**src/rtl/flag_alu_pkg.sv**
```systemverilog
package flag_alu_pkg;

    typedef enum logic [5:0] {
        OPC_ADD  = 6'h02,
        OPC_SUB  = 6'h03,
        OPC_AND  = 6'h04,
        OPC_OR   = 6'h05,
        OPC_TEST = 6'h0B,
        OPC_CMP  = 6'h0C,
        OPC_NEG  = 6'h19,
        OPC_NOT  = 6'h1D,
        OPC_XOR  = 6'h26
    } opc_e;

    typedef enum logic [2:0] {
        FN_NONE,
        FN_ADD,
        FN_SUB,
        FN_NEG,
        FN_AND,
        FN_OR,
        FN_XOR,
        FN_INV
    } fn_e;

    // bit 3 carry, bit 2 zero, bit 1 sign, bit 0 overflow
    typedef struct packed {
        logic c;
        logic z;
        logic s;
        logic v;
    } flags_t;

    typedef struct packed {
        fn_e    fn;
        logic   arith;
        logic   wr;
        flags_t upd;
    } ctrl_t;

    function automatic flags_t merge_flags(flags_t mask, flags_t fresh, flags_t old);
        return flags_t'((mask & fresh) | (~mask & old));
    endfunction

endpackage

```
**src/rtl/flag_alu_decode.sv**
```systemverilog
module flag_alu_decode
    import flag_alu_pkg::*;
(
    input  logic [5:0] op_code,
    output ctrl_t      ctrl
);
    always_comb begin
        ctrl = '{fn: FN_NONE, arith: 1'b0, wr: 1'b0, upd: 4'b0000};
        case (op_code)
            OPC_ADD:  ctrl = '{fn: FN_ADD, arith: 1'b1, wr: 1'b1, upd: 4'b1111};
            OPC_SUB:  ctrl = '{fn: FN_SUB, arith: 1'b1, wr: 1'b1, upd: 4'b1111};
            OPC_CMP:  ctrl = '{fn: FN_SUB, arith: 1'b1, wr: 1'b0, upd: 4'b1111};
            OPC_NEG:  ctrl = '{fn: FN_NEG, arith: 1'b1, wr: 1'b1, upd: 4'b1111};
            OPC_AND:  ctrl = '{fn: FN_AND, arith: 1'b0, wr: 1'b1, upd: 4'b1111};
            OPC_TEST: ctrl = '{fn: FN_AND, arith: 1'b0, wr: 1'b0, upd: 4'b1111};
            OPC_OR:   ctrl = '{fn: FN_OR,  arith: 1'b0, wr: 1'b1, upd: 4'b1111};
            OPC_XOR:  ctrl = '{fn: FN_XOR, arith: 1'b0, wr: 1'b1, upd: 4'b1111};
            OPC_NOT:  ctrl = '{fn: FN_INV, arith: 1'b0, wr: 1'b1, upd: 4'b0000};
            default:  ;
        endcase
    end
endmodule

```
**src/rtl/flag_alu_arith.sv**
```systemverilog
module flag_alu_arith
    import flag_alu_pkg::*;
#(
    parameter int WIDTH = 16
) (
    input  fn_e              fn,
    input  logic [WIDTH-1:0] dst,
    input  logic [WIDTH-1:0] src,
    output logic [WIDTH-1:0] sum,
    output logic             carry,
    output logic             ovf
);
    localparam int MSB = WIDTH - 1;

    logic             invert;
    logic [WIDTH-1:0] opx;
    logic [WIDTH-1:0] opy;
    logic [WIDTH:0]   wide;

    // One adder serves add, subtract and negate; negate is 0 - dst.
    always_comb begin
        invert = (fn == FN_SUB) || (fn == FN_NEG);
        opx    = (fn == FN_NEG) ? '0 : dst;
        opy    = (fn == FN_NEG) ? dst : src;
        opy    = invert ? ~opy : opy;
        wide   = {1'b0, opx} + {1'b0, opy} + {{WIDTH{1'b0}}, invert};
        sum    = wide[MSB:0];
        // after inversion, carry-out low means a borrow occurred
        carry  = invert ? ~wide[WIDTH] : wide[WIDTH];
        ovf    = (opx[MSB] == opy[MSB]) && (sum[MSB] != opx[MSB]);
    end
endmodule

```
**src/rtl/flag_alu_logic.sv**
```systemverilog
module flag_alu_logic
    import flag_alu_pkg::*;
#(
    parameter int WIDTH = 16
) (
    input  fn_e              fn,
    input  logic [WIDTH-1:0] dst,
    input  logic [WIDTH-1:0] src,
    output logic [WIDTH-1:0] res
);
    always_comb begin
        case (fn)
            FN_AND:  res = dst & src;
            FN_OR:   res = dst | src;
            FN_XOR:  res = dst ^ src;
            FN_INV:  res = ~dst;
            default: res = '0;
        endcase
    end
endmodule

```
**src/rtl/flag_alu.sv**
```systemverilog
module flag_alu
    import flag_alu_pkg::*;
#(
    parameter int WIDTH = 16
) (
    input  logic             clk,
    input  logic             rst,
    input  logic [5:0]       op_code,
    input  logic [WIDTH-1:0] dst_in,
    input  logic [WIDTH-1:0] src_in,
    input  logic [3:0]       flags_in,
    output logic [WIDTH-1:0] result_out,
    output logic             wr_en,
    output logic [3:0]       flags_out,
    output logic [3:0]       flag_upd
);
    localparam int MSB = WIDTH - 1;

    ctrl_t            ctrl;
    logic [WIDTH-1:0] arith_res;
    logic [WIDTH-1:0] logic_res;
    logic             arith_c;
    logic             arith_v;
    logic [WIDTH-1:0] res_nx;
    flags_t           fresh;
    flags_t           next_flags;

    flag_alu_decode u_dec (
        .op_code (op_code),
        .ctrl    (ctrl)
    );

    flag_alu_arith #(.WIDTH(WIDTH)) u_arith (
        .fn    (ctrl.fn),
        .dst   (dst_in),
        .src   (src_in),
        .sum   (arith_res),
        .carry (arith_c),
        .ovf   (arith_v)
    );

    flag_alu_logic #(.WIDTH(WIDTH)) u_logic (
        .fn  (ctrl.fn),
        .dst (dst_in),
        .src (src_in),
        .res (logic_res)
    );

    always_comb begin
        res_nx     = ctrl.arith ? arith_res : logic_res;
        fresh.c    = ctrl.arith & arith_c;
        fresh.v    = ctrl.arith & arith_v;
        fresh.z    = (res_nx == '0);
        fresh.s    = res_nx[MSB];
        next_flags = merge_flags(ctrl.upd, fresh, flags_t'(flags_in));
    end

    always_ff @(posedge clk) begin
        if (rst) begin
            result_out <= '0;
            wr_en      <= 1'b0;
            flags_out  <= 4'b0000;
            flag_upd   <= 4'b0000;
        end else begin
            result_out <= res_nx;
            wr_en      <= ctrl.wr;
            flags_out  <= next_flags;
            flag_upd   <= ctrl.upd;
        end
    end
endmodule

```
**config.mk**
```make
export PLATFORM = sky130hd
export DESIGN_NAME = flag_alu
export DESIGN_NICKNAME = d
export VERILOG_FILES = /design/src/rtl/flag_alu_pkg.sv /design/src/rtl/flag_alu_decode.sv /design/src/rtl/flag_alu_arith.sv /design/src/rtl/flag_alu_logic.sv /design/src/rtl/flag_alu.sv
export SDC_FILE = /design/constraint.sdc
export NUM_CORES = 1
export LEC_CHECK = 0
export ABC_CLOCK_PERIOD_IN_PS = 4650
export BUFFER_PORTS_ARGS = -buffer_cell sky130_fd_sc_hd__buf_2
export CAP_MARGIN = 0
export CORE_MARGIN = 1.5
export CORE_UTILIZATION = 52
export DETAILED_ROUTE_END_ITERATION = 10
export HOLD_SLACK_MARGIN = 0.05
export PLACE_DENSITY_LB_ADDON = 0.3
export SYNTH_ARGS = -nofsm -noshare
export SYNTH_HDL_FRONTEND = slang
export SYNTH_HIERARCHICAL = 1
export SYNTH_SLANG_ARGS = --single-unit
```
**constraint.sdc**
```tcl
create_clock -name clk -period 4.65 [get_ports clk]
set_input_delay 0.6975 -clock clk [delete_from_list [all_inputs] [get_ports clk]]
set_output_delay 0.6975 -clock clk [all_outputs]
set_load 0.1 [all_outputs]
```
==> run_results.csv <==
group,metric,value,unit
floorplanning,start_util,0.538,
route,wl,8.71,mm
global_routing,grt_max_degree,32,
timing,clock.fmax,230,MHz
yosys,yosysUniqueCellTypes,66,
pwr,switching_share,0.420,
placed_design,gp_congestion,0.944,
cts,clock_sinks,25,
setup_path,crit_buf_inv,4,
route,wire_per_inst,14.0,um
placed_design,dpl-instance-area,4090,um^2
finish,layout-drive-gt1-share,0.261,
hold_path,min_to,"flags_out[3]$_SDFF_PP0_",
timing,rsz0062_at_grt,"false",
finish,mostFrequentLayoutCells,"buf_2 (68), nand2_1 (54), ha_1 (46)",
setup_path,crit_chain,"buf_2, and2b_1, nand2_1, o32ai_4, buf_4, buf_4, mux2_2, o21ai_0, ha_1, nor3_1, o21a_1, buf_4, a2111oi_2, a21oi_1, xnor2_1, nor4_2, a41oi_1, nor4_1",
floorplanning,ioPinCount,69,
setup_path,criticalPathCategory,"primary input to flip-flop",
pwr,ir_drop,109,uV
setup_path,end_kind,"flip-flop",
route,postRouteAntennaNets,0,
floorplanning,core_area,6760,um^2
cts,tritoncts,"built",
cts,cts_buffers,3,
timing,setup_viol,0,
global_routing,grt_util_met2,0.386,
finish,final_nets,634,
yosys,syn-mean-instance-area,7.79,um^2
pwr,power,795,uW
global_routing,busiest_layer,"met2",
hold_path,hold_depth,3,
yosys,synth-seq-area-share,0.138,
timing,fin_crit_sh,0.936,
yosys,synth-edff-count,0,
route,num_vias,3504,
setup_path,cp.arrival,4520,ps
status,outcome,"completed",
cts,hold_buffers,0,
global_routing,grt_pass1_vias,3129,
floorplanning,die_h,86.6,um
setup_path,path_delay_family,"compound AO/OA/AOI/OAI gates",
pwr,power_leakage,1.97,nW
global_routing,antenna_found_initial,0,
cts,path_clk_slew,80,ps
route,via_per_inst,5.64,
yosys,ys_ff_latch,25,
pwr,seqPwrFrac,0.281,
yosys,synth_nets,558,
finish,nFillCells,615,
floorplanning,die-area,7500,um^2
timing,hold_viol_final,0,
pwr,power_density,189,nW/um^2
cts,htree_num_levels,1,
placed_design,numPortBuffers,68,
global_routing,grt.met1_usage,0.326,
yosys,netlist_area,3630,um^2
pwr,power.net_switching,334,uW
yosys,synth-async-reset-ratio,0,
finish,synthToLayoutAreaGrowth,15.9,%
hold_path,worstHoldStart,"flags_in[3]",
setup_path,cp_max_fo,12,
floorplanning,die-width,86.6,um
finish,fin_area,4210,um^2
global_routing,grt_pass1_wl,14.2,mm
yosys,yosysWarnings,6,
timing,relSlewSlack,0.298,
cts,cts_root_buffer,"clkbuf_8",
setup_path,critPathSlowestCell,"o32ai_4",
yosys,synth_flop_cell,"dfxtp_1",
route,dr.first_iter.drc_count,113,
timing,period_needed,4350,ps
global_routing,grtUsageMet3,0.0143,
setup_path,crit_required,4820,ps
finish,regArea,500,um^2
setup_path,crit_path_max_incr_delay,490,ps
route,drtPass1Iterations,5,
global_routing,overflow,0,
global_routing,track_usage,0.232,
finish,antennaDiodeCount,0,
pwr,internal_power,462,uW
setup_path,crit_top_cell,"buf_4",
floorplanning,rows,30,
setup_path,startpoint_type,"primary input",
hold_path,hp-class,"primary input to flip-flop",
finish,multi_input_area,2810,um^2
placed_design,hpwl,7.08,mm
route,drc,0,
pwr,clock_power_share,0.149,
finish,final_common_cell,"buf_2",
timing,worst_pin_slew,1050,ps
flow_run,maxCapViolCount,0,
yosys,synth_cells,466,
pwr,combPwrFrac,0.570,
cts,clockBufferDepth,2,
timing,drv_slew,0,
==> per-stage QoR <==
stage / hold WS (ps) / worst slack [ps] / std cells / utilization / TNS [ps]
after floorplan: 769 / 194 / 466 / - / 0
after global placement: 964 / -10.5 / 611 / 0.606 / -10.5
after detailed placement: 960 / -97.3 / 611 / 0.606 / -97.3
after CTS: 679 / 176 / 615 / 0.613 / 0
after global routing: 689 / 25.8 / 621 / 0.623 / 0
final: 684 / 297 / 621 / 0.623 / 0
==> registers in the layout, indices dropped and copies added (netlist names) <==
signal      count
result_out     16
flags_out       4
flag_upd        4
wr_en           1
==> cells in the mapped netlist (all sizes together), types with 2 or more instances <==
master   number  area [um^2]
mux2i        29          290
clkbuf       10         57.6
ha           47          588
o31ai         2         15.0
buf          19          176
or2           3         18.8
nand2b        6         45.0
mux2         16          180
and2         16          100
a31oi         2         18.8
nand3b        2         15.0
o22ai        17          106
inv          37          139
a41oi         2         17.5
o21ai        47          235
xnor2         6         52.6
a32oi         2         17.5
nor2         29          109
a21o          5         37.5
and2b         2         15.0
o21a          2         15.0
a2111oi       2         25.0
a221oi        2         30.0
nor2b         9         56.3
dfxtp        25          500
a21oi        14         70.1
nor3b         4         40.0
and3          4         25.0
a211oi        4         42.5
and3b         3         26.3
nand3         6         30.0
o21bai        4         30.0
nand2        54          203
xor2          7         61.3
nor4          9         81.3
==> worst max-delay path by stage <==
stage / start / endpoint / depth (start not counted)
finish: op_code[2] / flags_out[2]$_SDFF_PP0_ / 18
global route: op_code[2] / flags_out[2]$_SDFF_PP0_ / 17
CTS: op_code[2] / flags_out[2]$_SDFF_PP0_ / 17
detailed placement: op_code[2] / flags_out[2]$_SDFF_PP0_ / 17
global placement: op_code[2] / flags_out[2]$_SDFF_PP0_ / 17
floorplan: op_code[3] / flags_out[2]$_SDFF_PP0_ / 17
==> final cells by class <==
cell class	instances	area share
timing repair buffer	100	0.147
inverter	37	0.0330
tap	80	0.0238
clock buffer	3	0.00980
clock inverter	1	0.00119
sequential	25	0.119
multi-input combinational	375	0.667
==> power groups by stage <==
stage	Clock [mW]	Combinational [mW]	Sequential [mW]
after detailed placement	0	0.437	0.229
after global placement	0	0.427	0.229
final	0.118	0.454	0.223
after global routing	0.130	0.494	0.224
after floorplan	0	0.257	0.287
after CTS	0.124	0.438	0.223
==> kinds of logic after synthesis <==
kind of cell,Yosys count,synth area share
multiplexers,45,0.130
flip-flops,25,0.138
XOR/XNOR,13,0.0313
AND/OR/NAND/NOR,156,0.231
buffers and inverters,66,0.103
AO/OA/AOI/OAI,113,0.200
adder cells (fa/ha/maj),48,0.167
==> timing repair <==
| item | in CTS | in global routing |
|---|---|---|
| setup endpoints to repair | 0 | 2 |
| resized for setup | 0 | 6 |
| buffers inserted | 0 | 6 |
==> metal layers <==
metal / routed length, um / up-vias / share of wire
li1: - / 1780 / -
met3: 432 / 11 / 0.050
met2: 3880 / 104 / 0.45
met4: 98 / 0 / 0.011
met1: 4300 / 1609 / 0.49
met5: 0 / - / 0
No activity file was read; power rests on OpenSTA's default activity.
